File: src/rtl/wpt_pkg.sv
package wpt_pkg;

  // Per-channel control word; en is bit 0, cnt is bit 8.
  typedef struct packed {
    logic cnt;
    logic ext;
    logic toff;
    logic ton;
    logic halt;
    logic dcmp;
    logic st;
    logic ld;
    logic en;
  } wpt_ctrl_t;

  localparam int CTRL_W = 9;

  typedef enum logic [2:0] {
    F_CTRL = 3'd0,
    F_LO   = 3'd1,
    F_HI   = 3'd2,
    F_DATA = 3'd3,
    F_MASK = 3'd4,
    F_STAT = 3'd7
  } wpt_field_e;

endpackage

File: src/rtl/wpt_rst_sync.sv
module wpt_rst_sync #(
  parameter int STAGES = 2
) (
  input  logic clk,
  input  logic arst_n,
  output logic srst_n
);

  logic [STAGES-1:0] sync_q;
  logic [STAGES-1:0] sync_d;

  always_comb begin
    sync_d = {sync_q[STAGES-2:0], 1'b1};
  end

  always_ff @(posedge clk or negedge arst_n) begin
    if (!arst_n) begin
      sync_q <= '0;
    end else begin
      sync_q <= sync_d;
    end
  end

  assign srst_n = sync_q[STAGES-1];

endmodule

File: src/rtl/wpt_regs.sv
module wpt_regs
  import wpt_pkg::*;
#(
  parameter int NUM_CH = 4,
  parameter int AW     = 32,
  parameter int DW     = 32,
  parameter int RW     = 32,
  parameter int CHW    = 2
) (
  input  logic              clk,
  input  logic              rst_n,
  input  logic              we,
  input  logic [CHW-1:0]    ch,
  input  logic [2:0]        field,
  input  logic [RW-1:0]     wdata,
  input  logic [NUM_CH-1:0] halt_stat,
  output logic [RW-1:0]     rdata,
  output wpt_ctrl_t         ctrl  [NUM_CH],
  output logic [AW-1:0]     lo    [NUM_CH],
  output logic [AW-1:0]     hi    [NUM_CH],
  output logic [DW-1:0]     cdata [NUM_CH],
  output logic [DW-1:0]     mask  [NUM_CH],
  output logic [NUM_CH-1:0] clr
);

  wpt_field_e fsel;
  assign fsel = wpt_field_e'(field);

  for (genvar i = 0; i < NUM_CH; i++) begin : g_ch
    wpt_ctrl_t     ctrl_q;
    logic [AW-1:0] lo_q, hi_q;
    logic [DW-1:0] data_q, mask_q;
    logic          sel;
    logic          ce_ctrl, ce_lo, ce_hi, ce_data, ce_mask;

    always_comb begin
      sel     = we && (ch == CHW'(i));
      ce_ctrl = sel && (fsel == F_CTRL);
      ce_lo   = sel && (fsel == F_LO);
      ce_hi   = sel && (fsel == F_HI);
      ce_data = sel && (fsel == F_DATA);
      ce_mask = sel && (fsel == F_MASK);
    end

    always_ff @(posedge clk or negedge rst_n) begin
      if (!rst_n) begin
        ctrl_q <= '0;
        lo_q   <= '0;
        hi_q   <= '0;
        data_q <= '0;
        mask_q <= '0;
      end else begin
        if (ce_ctrl) ctrl_q <= wpt_ctrl_t'(wdata[CTRL_W-1:0]);
        if (ce_lo)   lo_q   <= wdata[AW-1:0];
        if (ce_hi)   hi_q   <= wdata[AW-1:0];
        if (ce_data) data_q <= wdata[DW-1:0];
        if (ce_mask) mask_q <= wdata[DW-1:0];
      end
    end

    assign ctrl[i]  = ctrl_q;
    assign lo[i]    = lo_q;
    assign hi[i]    = hi_q;
    assign cdata[i] = data_q;
    assign mask[i]  = mask_q;
  end

  assign clr = (we && (fsel == F_STAT)) ? wdata[NUM_CH-1:0] : '0;

  always_comb begin
    rdata = '0;
    if (fsel == F_STAT) begin
      rdata[NUM_CH-1:0] = halt_stat;
    end else begin
      for (int k = 0; k < NUM_CH; k++) begin
        if (ch == CHW'(k)) begin
          case (fsel)
            F_CTRL:  rdata[CTRL_W-1:0] = ctrl[k];
            F_LO:    rdata[AW-1:0]     = lo[k];
            F_HI:    rdata[AW-1:0]     = hi[k];
            F_DATA:  rdata[DW-1:0]     = cdata[k];
            F_MASK:  rdata[DW-1:0]     = mask[k];
            default: rdata             = '0;
          endcase
        end
      end
    end
  end

endmodule

File: src/rtl/wpt_channel.sv
module wpt_channel
  import wpt_pkg::*;
#(
  parameter int AW = 32,
  parameter int DW = 32
) (
  input  wpt_ctrl_t     cfg,
  input  logic [AW-1:0] lo,
  input  logic [AW-1:0] hi,
  input  logic [DW-1:0] cdata,
  input  logic [DW-1:0] mask,
  input  logic          valid,
  input  logic          store,
  input  logic [AW-1:0] addr,
  input  logic [DW-1:0] data,
  output logic          hit
);

  logic in_rng;
  logic data_ok;
  logic type_ok;

  always_comb begin
    in_rng  = (addr >= lo) && (addr <= hi);
    data_ok = !cfg.dcmp || (((data ^ cdata) & mask) == '0);
    type_ok = store ? cfg.st : cfg.ld;
    hit     = valid && cfg.en && in_rng && data_ok && type_ok;
  end

endmodule

File: src/rtl/wpt_action.sv
module wpt_action #(
  parameter int NUM_CH = 4
) (
  input  logic              clk,
  input  logic              rst_n,
  input  logic [NUM_CH-1:0] hit,
  input  logic [NUM_CH-1:0] halt_en,
  input  logic [NUM_CH-1:0] ton_en,
  input  logic [NUM_CH-1:0] toff_en,
  input  logic [NUM_CH-1:0] ext_en,
  input  logic [NUM_CH-1:0] cnt_en,
  input  logic [NUM_CH-1:0] clr,
  output logic [NUM_CH-1:0] halt_stat,
  output logic              trace_en,
  output logic              ext_trig,
  output logic [NUM_CH-1:0] evt_pulse
);

  logic [NUM_CH-1:0] stat_q, stat_d;
  logic              trace_q, trace_d;
  logic              ext_q, ext_d;
  logic [NUM_CH-1:0] evt_q, evt_d;
  logic              any_on, any_off;

  always_comb begin
    any_on  = |(hit & ton_en);
    any_off = |(hit & toff_en);
    stat_d  = (stat_q & ~clr) | (hit & halt_en);
    if (any_on) begin
      trace_d = 1'b1;
    end else if (any_off) begin
      trace_d = 1'b0;
    end else begin
      trace_d = trace_q;
    end
    ext_d = |(hit & ext_en);
    evt_d = hit & cnt_en;
  end

  always_ff @(posedge clk or negedge rst_n) begin
    if (!rst_n) begin
      stat_q  <= '0;
      trace_q <= 1'b0;
      ext_q   <= 1'b0;
      evt_q   <= '0;
    end else begin
      stat_q  <= stat_d;
      trace_q <= trace_d;
      ext_q   <= ext_d;
      evt_q   <= evt_d;
    end
  end

  assign halt_stat = stat_q;
  assign trace_en  = trace_q;
  assign ext_trig  = ext_q;
  assign evt_pulse = evt_q;

endmodule

File: src/rtl/wpt_unit.sv
module wpt_unit
  import wpt_pkg::*;
#(
  parameter int NUM_CH = 4,
  parameter int AW     = 32,
  parameter int DW     = 32,
  localparam int RW    = (AW > DW) ? AW : DW,
  localparam int CHW   = (NUM_CH > 1) ? $clog2(NUM_CH) : 1
) (
  input  logic              clk,
  input  logic              rst_n,
  input  logic              reg_we,
  input  logic [CHW-1:0]    reg_ch,
  input  logic [2:0]        reg_field,
  input  logic [RW-1:0]     reg_wdata,
  output logic [RW-1:0]     reg_rdata,
  input  logic              bus_valid,
  input  logic              bus_store,
  input  logic [AW-1:0]     bus_addr,
  input  logic [DW-1:0]     bus_data,
  output logic              halt_req,
  output logic              trace_en,
  output logic              ext_trig,
  output logic [NUM_CH-1:0] evt_pulse
);

  logic              srst_n;
  wpt_ctrl_t         ctrl  [NUM_CH];
  logic [AW-1:0]     lo    [NUM_CH];
  logic [AW-1:0]     hi    [NUM_CH];
  logic [DW-1:0]     cdata [NUM_CH];
  logic [DW-1:0]     mask  [NUM_CH];
  logic [NUM_CH-1:0] clr;
  logic [NUM_CH-1:0] hit;
  logic [NUM_CH-1:0] halt_en, ton_en, toff_en, ext_en, cnt_en;
  logic [NUM_CH-1:0] halt_stat;

  wpt_rst_sync #(.STAGES(2)) u_rst (
    .clk    (clk),
    .arst_n (rst_n),
    .srst_n (srst_n)
  );

  wpt_regs #(
    .NUM_CH (NUM_CH),
    .AW     (AW),
    .DW     (DW),
    .RW     (RW),
    .CHW    (CHW)
  ) u_regs (
    .clk       (clk),
    .rst_n     (srst_n),
    .we        (reg_we),
    .ch        (reg_ch),
    .field     (reg_field),
    .wdata     (reg_wdata),
    .halt_stat (halt_stat),
    .rdata     (reg_rdata),
    .ctrl      (ctrl),
    .lo        (lo),
    .hi        (hi),
    .cdata     (cdata),
    .mask      (mask),
    .clr       (clr)
  );

  for (genvar i = 0; i < NUM_CH; i++) begin : g_cmp
    wpt_channel #(.AW(AW), .DW(DW)) u_ch (
      .cfg   (ctrl[i]),
      .lo    (lo[i]),
      .hi    (hi[i]),
      .cdata (cdata[i]),
      .mask  (mask[i]),
      .valid (bus_valid),
      .store (bus_store),
      .addr  (bus_addr),
      .data  (bus_data),
      .hit   (hit[i])
    );
    assign halt_en[i] = ctrl[i].halt;
    assign ton_en[i]  = ctrl[i].ton;
    assign toff_en[i] = ctrl[i].toff;
    assign ext_en[i]  = ctrl[i].ext;
    assign cnt_en[i]  = ctrl[i].cnt;
  end

  wpt_action #(.NUM_CH(NUM_CH)) u_act (
    .clk       (clk),
    .rst_n     (srst_n),
    .hit       (hit),
    .halt_en   (halt_en),
    .ton_en    (ton_en),
    .toff_en   (toff_en),
    .ext_en    (ext_en),
    .cnt_en    (cnt_en),
    .clr       (clr),
    .halt_stat (halt_stat),
    .trace_en  (trace_en),
    .ext_trig  (ext_trig),
    .evt_pulse (evt_pulse)
  );

  assign halt_req = |halt_stat;

endmodule

File: config.mk
export PLATFORM = sky130hd
export DESIGN_NAME = wpt_unit
export DESIGN_NICKNAME = d
export VERILOG_FILES = /design/src/rtl/wpt_pkg.sv /design/src/rtl/wpt_rst_sync.sv /design/src/rtl/wpt_regs.sv /design/src/rtl/wpt_channel.sv /design/src/rtl/wpt_action.sv /design/src/rtl/wpt_unit.sv
export SDC_FILE = /design/constraint.sdc
export NUM_CORES = 1
export LEC_CHECK = 0
export BUFFER_PORTS_ARGS = -buffer_cell sky130_fd_sc_hd__buf_2
export CAP_MARGIN = 30
export CORE_MARGIN = 10
export CORE_UTILIZATION = 39
export DETAILED_ROUTE_END_ITERATION = 12
export HOLD_SLACK_MARGIN = 0.03
export SYNTH_ARGS = -nofsm -noshare
export SYNTH_HDL_FRONTEND = slang
export SYNTH_SLANG_ARGS = --single-unit
File: constraint.sdc
create_clock -name clk -period 33.7 [get_ports clk]
set_input_delay 3.37 -clock clk [delete_from_list [all_inputs] [get_ports clk]]
set_output_delay 3.37 -clock clk [all_outputs]
set_load 0.01 [all_outputs]
# Word level (Yosys, flattened, before mapping)
# Index checks and enable logic that the tools add are counted.
# word_totals
memories,0
output_inout_bits,39
rom_bits,0
ram_bits,0
reg_bits,560
latchBits,0
# op_classes
n_bitwise,16
n_eq_ne,8
n_reduce_logical,64
n_addsub,0
shifts,0
n_lt_le_gt_ge,8
muxes,22
multipliers,0
n_div,0
# ops
operator,n
case mux 23 bit (5 select lines),3
case mux 9 bit (5 select lines),4
2-to-1 mux 32 bit,5
AND 32 bit,4
>= comparator 32 bit,4
<= comparator 32 bit,4
logical NOT 32 bit,4
XOR 32 bit,4
case mux 23 bit (4 select lines),1
logical AND 1 bit,45
2-to-1 mux 28 bit,1
AND 4 bit,6
OR reduction 4 bit,4
2-to-1 mux 4 bit,2
"equality test 3 x 2 -> 1 bit, second input constant",2
"equality test 3 bit, second input constant",2
2-to-1 mux 1 bit,6
"equality test 2 bit, second input constant",2
logical NOT 1 bit,4
logical OR 1 bit,4
NOT 4 bit,1
bitwise OR 4 bit,1
"equality test 3 x 1 -> 1 bit, second input constant",1
logical NOT 3 bit,1
3 further kinds,3

# Logic depth before layout (Yosys ltp)
# Gate-level depths: netlist (run 1).
# depth
word_depth,11
ltp_mapped,11
ltp_nobuf,10

# Cells and area by module
# A second synthesis (run 1) with hierarchy kept.
# unflattened
cells_unflattened,3079
area_unflattened_um2,34252.9
# by_module_without_submodules
mod,seq_area_each_um2,cells_per_inst,area_per_inst_um2,instances
wpt_regs,13713.2,1929,25499.5,1
wpt_channel at g_cmp[0].u_ch ...,0.0,277,2083.2,3
wpt_channel at g_cmp[1].u_ch,0.0,280,2058.2,1
wpt_action,250.2,35,384.1,1
wpt_rst_sync,50.0,3,53.8,1
wpt_unit,0.0,1,7.5,1

# Least setup slack after synthesis (run 1)
# OpenSTA, ideal clock, no wires.
# synth_timing
kind,in2out
from,input port reg_field[1]
to,output port reg_rdata[3]
required_time_ps,30330
path_stages,10
path_slack_ps,25188
arrival_time_ps,5142
path_cell_list,buf_2 -> nor2b_1 -> and2_1 -> clkbuf_1 -> clkbuf_1 -> buf_1 -> a221oi_1 -> o21ai_0 -> o211ai_1 -> o21ai_0
# synth_via
elab_chain_len,8
word_cells_on_any_way,16
# synth_rtl
element,line,source
"start, declared",wpt_unit.sv:14,"input logic [2:0] reg_field,"
"equality test 3 bit, or another cell as far along",wpt_regs.sv:77,case (fsel)
case mux 9 bit (5 select lines),wpt_regs.sv:77,
2-to-1 mux 32 bit,wpt_regs.sv:76,if (ch == CHW'(k)) begin
2-to-1 mux 32 bit,wpt_regs.sv:72,if (fsel == F_STAT) begin
2-to-1 mux 32 bit (3 in series),wpt_regs.sv:76,
2-to-1 mux 4 bit (*),wpt_regs.sv:72,
"end, declared",wpt_unit.sv:16,"output logic [RW-1:0] reg_rdata,"
# Mark *: on every way between the ends. The rest lies on a longest branch, timed or not. The select of a mux whose other input is x is not followed.

# Final worst setup path (run 1)
# layout_timing
from,input port reg_field[1]
to,output port reg_rdata[15]
# layout_via
elab_chain_len,11
word_cells_on_any_way,16
# layout_rtl
element,line
"equality test 3 bit, or another cell as far along",wpt_regs.sv:77
case mux 23 bit (4 select lines),wpt_regs.sv:77
2-to-1 mux 32 bit,wpt_regs.sv:76
2-to-1 mux 32 bit,wpt_regs.sv:72
case mux 23 bit (5 select lines),wpt_regs.sv:77
2-to-1 mux 32 bit,wpt_regs.sv:76
case mux 23 bit (5 select lines),wpt_regs.sv:77
2-to-1 mux 32 bit,wpt_regs.sv:76
case mux 23 bit (5 select lines),wpt_regs.sv:77
2-to-1 mux 32 bit,wpt_regs.sv:76
2-to-1 mux 28 bit (*),wpt_regs.sv:72
# Marked as above.

==> flow_metrics.py, run 1 <==
metrics = {
    "critical_path": {
        "worstSetupPathType": "input port to primary output",
        "crit_path_end_kind": "primary output",
        "worstPathArrival_ps": 7120,
        "worstPathMaxFanout": 48,
        "cp.required_ps": 30330,
        "worstPathCellList": "buf_2 -> buf_4 -> nor2b_1 -> nand2b_1 -> buf_4 -> o21ai_0 -> a221oi_1 -> o21ai_0 -> buf_2",
        "slowest_stage": "o21ai_0",
        "cpPeakStageDelay_ps": 800,
        "startpoint_type": "input port",
        "reg2reg_setup_slack_ps": 29440,
    },
    "die": {
        "io_pins": 145,
        "std_cell_rows": 105,
        "core_um2": 82500,
        "start_util_pct": 39.5,
        "die_w_um": 309,
        "die_area_um2": 95600,
        "die_y_um": 309,
    },
    "logic_synthesis": {
        "syn_inst": 3235,
        "ys_seq_elements": 560,
        "synth_cell_types": 62,
        "synth_fp_nets": 3597,
        "syn_area_um2": 32600,
        "synthFlopType": "dfrtp_1",
        "async_flop_share_pct": 100,
        "synth_edf_count": 0,
        "avgSynthCellArea_um2": 10.1,
        "yosys_warnings": 0,
        "ys_seq_area_share_pct": 43.0,
    },
    "timing": {
        "setup_tns_ps": 0,
        "fin_skew_ps": 37.4,
        "setup_viol": 0,
        "worst_slack_ps": 23210,
        "holdWs_ps": 354,
        "tightest_slew_ps": 1110,
        "clock.fmax_mhz": 95.3,
        "fin_crit_ps": 10490,
        "relSlewSlack_pct": 26.0,
        "hold_viol": 0,
        "fin_crit_sh_pct": 31.1,
        "slew_violations": 0,
        "rsz0062_at_grt": "false",
    },
    "layout": {
        "final_common_cell": "dfrtp_1",
        "post-route-util_pct": 44.8,
        "layout_common_cells": "dfrtp_1, mux2_2, nand2_1",
        "area_growth_pct": 13.2,
        "stdcell_area_um2": 36900,
        "nNetsFinal": 3679,
        "final_cells": 4445,
        "drive_gt1_share_pct": 21.0,
    },
    "global_route": {
        "track_usage_pct": 29.0,
        "antenna_found_initial": 17,
        "grt_pass1_vias": 26766,
        "grt_max_degree": 75,
        "grt_overflow": 0,
        "grt_pass1_wl_um": 199000,
    },
    "cts": {
        "cts_tree": "yes",
        "numCtsBuffers": 67,
        "post-cts-setup-buffer-count": 0,
        "cts_htree_levels": 3,
        "clock_path_buffers": 3,
        "clk_latency_ps": 640,
        "cts.reportedPaths.clkPinSlew_ps": 50,
        "root_buffer": "clkbuf_16",
        "cts.sinks": 560,
        "cts_resized": 0,
        "cts_hold_buf": 0,
    },
    "pwr": {
        "seq_power_share_pct": 41.5,
        "p_sw_share_pct": 35.4,
        "p_comb_share_pct": 25.9,
        "p_total_mw": 2.29,
        "clkPwrFrac_pct": 32.7,
        "peakVddDrop_v": 0.0000350,
        "p_leak_nw": 16.9,
        "internal-power_mw": 1.48,
        "p_sw_uw": 813,
        "p_per_area_nw_per_um2": 62.1,
    },
    "drt": {
        "ant_nets": 0,
        "dr.pass1.iters": 6,
        "wl_per_cell_um": 31.7,
        "vias": 27920,
        "drt-initial-drc-count": 3822,
        "vias_per_cell": 6.28,
        "wirelength_um": 141000,
        "drcViolationCount": 0,
    },
    "run_status": {
        "status": "complete, no violations",
    },
    "hold_path": {
        "hold_class": "flip-flop to flip-flop",
    },
    "place": {
        "post_dp_cell_area_um2": 34600,
        "place_inst": 4312,
        "port_buffers": 144,
        "gp_congestion": 0.987,
        "post-dp-hpwl_um": 102000,
        "post-place-ws_ps": 23430,
    },
    "job": {
        "drv_cap": 0,
    },
}
[sequential cells by signal (all words and copies together) (netlist names)]
| register | count |
|---|---|
| u_act.evt_pulse | 4 |
| u_act.ext_trig | 1 |
| u_act.halt_stat | 4 |
| u_act.trace_en | 1 |
| u_regs.ctrl | 36 |
| u_regs.g_ch.data_q | 128 |
| u_regs.g_ch.hi_q | 128 |
| u_regs.g_ch.lo_q | 128 |
| u_regs.g_ch.mask_q | 128 |
| u_rst.sync_q | 2 |
[area by class of cell]
type / count / area [um2]
Sequential cell: 560 / 14000
Antenna cell: 6 / 15.0
Timing Repair Buffer: 209 / 1340
Clock inverter: 17 / 210
Clock buffer: 104 / 2040
Tap cell: 1070 / 1340
Fill cell: 7892 / 45600
Multi-Input combinational cell: 2215 / 17000
Inverter: 264 / 991
[metal layers]
metal | vias to the layer above | share of wire [%] | global-route usage (%)
met5 | - | 0.078 | 0
met4 | 18 | 6.4 | 16.3
met3 | 402 | 12 | 8.43
met2 | 1834 | 42 | 41.7
met1 | 13789 | 40 | 38.6
li1 | 11877 | - | -
[synth_stat cells, types with 13 or more instances]
master | count | area, um2
a21o_1 | 33 | 248
a21oi_1 | 153 | 766
a221oi_1 | 47 | 412
a22oi_1 | 213 | 1600
buf_1 | 30 | 113
buf_2 | 21 | 105
clkbuf_1 | 145 | 544
dfrtp_1 | 560 | 14000
ha_1 | 256 | 3200
inv_1 | 264 | 991
mux2_2 | 363 | 4090
mux2i_1 | 16 | 160
nand2_1 | 314 | 1180
nand3_1 | 40 | 200
nand4_1 | 56 | 350
nor2_1 | 58 | 218
nor2b_1 | 15 | 93.8
nor4_1 | 13 | 81.3
o21ai_0 | 307 | 1540
o221ai_1 | 14 | 123
o22ai_1 | 30 | 188
xor2_1 | 128 | 1120
[critical path: cells and delay by family]
family | cells | cell delay, ps
simple gates | 2 | 1270
compound gates | 3 | 1070
buf+inv | 4 | 1370
[cells by family after synthesis]
family / after synthesis / synth area share (%)
AO/OA/AOI/OAI: 900 / 17.6
flip-flops: 560 / 43.0
AND/OR/NAND/NOR: 549 / 7.57
buffers and inverters: 460 / 5.38
multiplexers: 381 / 13.2
adder cells (fa/ha/maj): 256 / 9.82
XOR/XNOR: 128 / 3.44
other: 1 / 0.0115
[power groups by stage]
stage                     Combinational [mW]  Clock (mW)  Sequential [mW]
final                                  0.593       0.749            0.952
after CTS                              0.576       0.755            0.945
after global placement                 0.559           0            0.956
after floorplan                        0.357           0            0.903
after global routing                   0.640       0.785            0.961
after detailed placement               0.573           0            0.955
[path summary, 6_finish.rpt]
| kind | end | from | cells after the start |
|---|---|---|---|
| max reg2reg | u_act.trace_en$_DFFE_PN0P_ | u_regs.g_ch[0].hi_q[14]$_DFFE_PN0P_ | 10 |
| min | u_rst.sync_q[1]$_DFF_PN0_ | u_rst.sync_q[0]$_DFF_PN0_ | 0 |
| max | reg_rdata[15] | reg_field[1] | 9 |
| min in group asynchronous | u_regs.g_ch[1].hi_q[19]$_DFFE_PN0P_ | u_rst.sync_q[1]$_DFF_PN0_ | 0 |
| min reg2reg | u_rst.sync_q[1]$_DFF_PN0_ | u_rst.sync_q[0]$_DFF_PN0_ | 0 |
| max in group asynchronous | u_regs.g_ch[0].mask_q[26]$_DFFE_PN0P_ | u_rst.sync_q[1]$_DFF_PN0_ | 5 |
Power figures use the tool's default switching activity.
==> run 2, diff against run 1 <==
Clock period 33.7 ns to 10 ns, I/O delays scaled along.
==> run 2 against run 1 <==
  * Cell area barely moved
  * Hold slack lost 180 ps
  * Combinational power grew to 3.4 times the previous value
  * Register-to-register slack worse by 24000 ps
  * Setup slack worse by 19000 ps
  * Global-route usage shrank 0.16 points
  * Clock power rose to 3.5 times the previous value
  * Sequential cell count unchanged
  * Total power grew to 3.4 times the previous value
  * Critical endpoint is now reg_rdata[31]
  * Largest cell class unchanged
  * Highest routed layer unchanged
==> flow_metrics.py, run 2 (synthesis gave the netlist of run 1 again) <==
metrics = {
    "drt": {
        "drt-initial-drc-count": 3369,
        "vias_per_cell": 6.22,
        "wl_per_cell_um": 31.6,
        "wirelength_um": 140000,
        "ant_nets": 0,
        "dr.pass1.iters": 6,
        "vias": 27646,
        "drcViolationCount": 0,
    },
    "cts": {
        "cts_tree": "yes",
        "clock_path_buffers": 3,
        "cts_resized": 0,
        "cts_htree_levels": 3,
        "cts_hold_buf": 0,
        "post-cts-setup-buffer-count": 0,
        "cts.reportedPaths.clkPinSlew_ps": 50,
        "clk_latency_ps": 650,
        "cts.sinks": 560,
        "numCtsBuffers": 68,
        "root_buffer": "clkbuf_16",
    },
    "run_status": {
        "status": "complete, no violations",
    },
    "die": {
        "die_w_um": 309,
        "die_area_um2": 95600,
        "start_util_pct": 39.5,
        "std_cell_rows": 105,
        "io_pins": 145,
        "die_y_um": 309,
        "core_um2": 82500,
    },
    "critical_path": {
        "cp.required_ps": 9000,
        "crit_buf_inv": 5,
        "worstSetupPathType": "input port to primary output",
        "worstPathCellList": "buf_2 -> buf_4 -> nor2b_1 -> nor2b_4 -> buf_16 -> buf_4 -> a221oi_1 -> o21ai_0 -> a21oi_1 -> nor2_1 -> buf_2",
        "startpoint_type": "input port",
        "path_delay_family": "simple AND/OR/NAND/NOR gates",
        "worstPathArrival_ps": 4860,
        "crit_path_end_kind": "primary output",
        "cpPeakStageDelay_ps": 800,
        "worstPathMaxFanout": 46,
        "slowest_stage": "nor2b_1",
    },
    "layout": {
        "layout_common_cells": "dfrtp_1, mux2_2, nand2_1",
        "final_cells": 4444,
        "area_growth_pct": 13.3,
        "nNetsFinal": 3677,
        "drive_gt1_share_pct": 21.1,
        "final_common_cell": "dfrtp_1",
        "post-route-util_pct": 44.8,
    },
    "timing": {
        "clock.fmax_mhz": 171,
        "fin_crit_ps": 5860,
        "fin_skew_ps": 35.5,
        "setup_viol": 0,
        "setup_tns_ps": 0,
        "hold_viol": 0,
        "slew_violations": 0,
        "fin_crit_sh_pct": 58.6,
        "relSlewSlack_pct": 27.8,
        "rsz0062_at_grt": "false",
        "tightest_slew_ps": 1060,
    },
    "global_route": {
        "track_usage_pct": 28.8,
        "grt_pass1_vias": 26555,
        "grt_max_degree": 134,
        "grt_overflow": 0,
        "antenna_found_initial": 14,
        "grt_pass1_wl_um": 198000,
    },
    "pwr": {
        "p_per_area_nw_per_um2": 211,
        "peakVddDrop_v": 0.000121,
        "p_leak_nw": 16.9,
    },
    "job": {
        "drv_cap": 0,
    },
    "hold_path": {
        "hold_class": "input port to asynchronous set/reset pin",
    },
    "place": {
        "post-dp-hpwl_um": 102000,
        "gp_congestion": 1.01,
        "place_inst": 4313,
        "port_buffers": 144,
    },
}
run 2: cell types whose count changed in the layout (fill, tap and decap cells not counted), sizes merged:
cell,delta
bufinv,+3
clkinv,+4
inv,-1
buf,-2
clkbuf,-5
run 2: cell type report:
cell class / instances / area, um2
Clock inverter: 23 / 349
Timing Repair Buffer: 206 / 1280
Clock buffer: 100 / 1970
Fill cell: 7849 / 45600
Antenna cell: 6 / 15.0
Sequential cell: 560 / 14000
Multi-Input combinational cell: 2215 / 17000
Inverter: 264 / 991
Tap cell: 1070 / 1340
run 2: metrics by stage:
step / worst slack, ps / hold slack [ps] / instance area [um2] / power (mW)
CTS: 4150 / 141 / 36900 / 7.75
global route: 4090 / 157 / 36900 / 8.12
detailed placement: 4150 / 339 / 34600 / 5.14
floorplan: 888 / 331 / 32600 / 4.24
global placement: 4010 / 333 / 34500 / 5.10
finish: 4140 / 170 / 36900 / 7.81
run 2: worst paths after layout:
check                                                    start                                  end  slack, ps  cells after the start
min in group clk                     u_rst.sync_q[0]$_DFF_PN0_            u_rst.sync_q[1]$_DFF_PN0_        350                      0
setup reg to reg           u_regs.g_ch[1].lo_q[27]$_DFFE_PN0P_           u_act.trace_en$_DFFE_PN0P_       5730                     10
max in group asynchronous            u_rst.sync_q[1]$_DFF_PN0_   u_regs.g_ch[3].hi_q[1]$_DFFE_PN0P_       7410                      2
setup / recovery                                  reg_field[1]                        reg_rdata[31]       4140                     11
hold reg to reg                      u_rst.sync_q[1]$_DFF_PN0_  u_regs.g_ch[1].lo_q[21]$_DFFE_PN0P_        350                      0
hold / removal                                           rst_n            u_rst.sync_q[0]$_DFF_PN0_        170                      1
run 2: metal layers:
layer	up-vias	part of all wire [%]	global-route usage (%)
met5	-	0.061	0
met4	14	5.5	14.6
met3	363	12	8.57
met2	1729	43	42.6
met1	13684	40	37.9
li1	11856	-	-
run 2: report_power, final:
| group | switching, mW | total [mW] | internal [mW] |
|---|---|---|---|
| Sequential | 0.469 | 3.20 | 2.74 |
| Combinational | 1.22 | 1.99 | 0.770 |
| Clock | 1.08 | 2.62 | 1.54 |
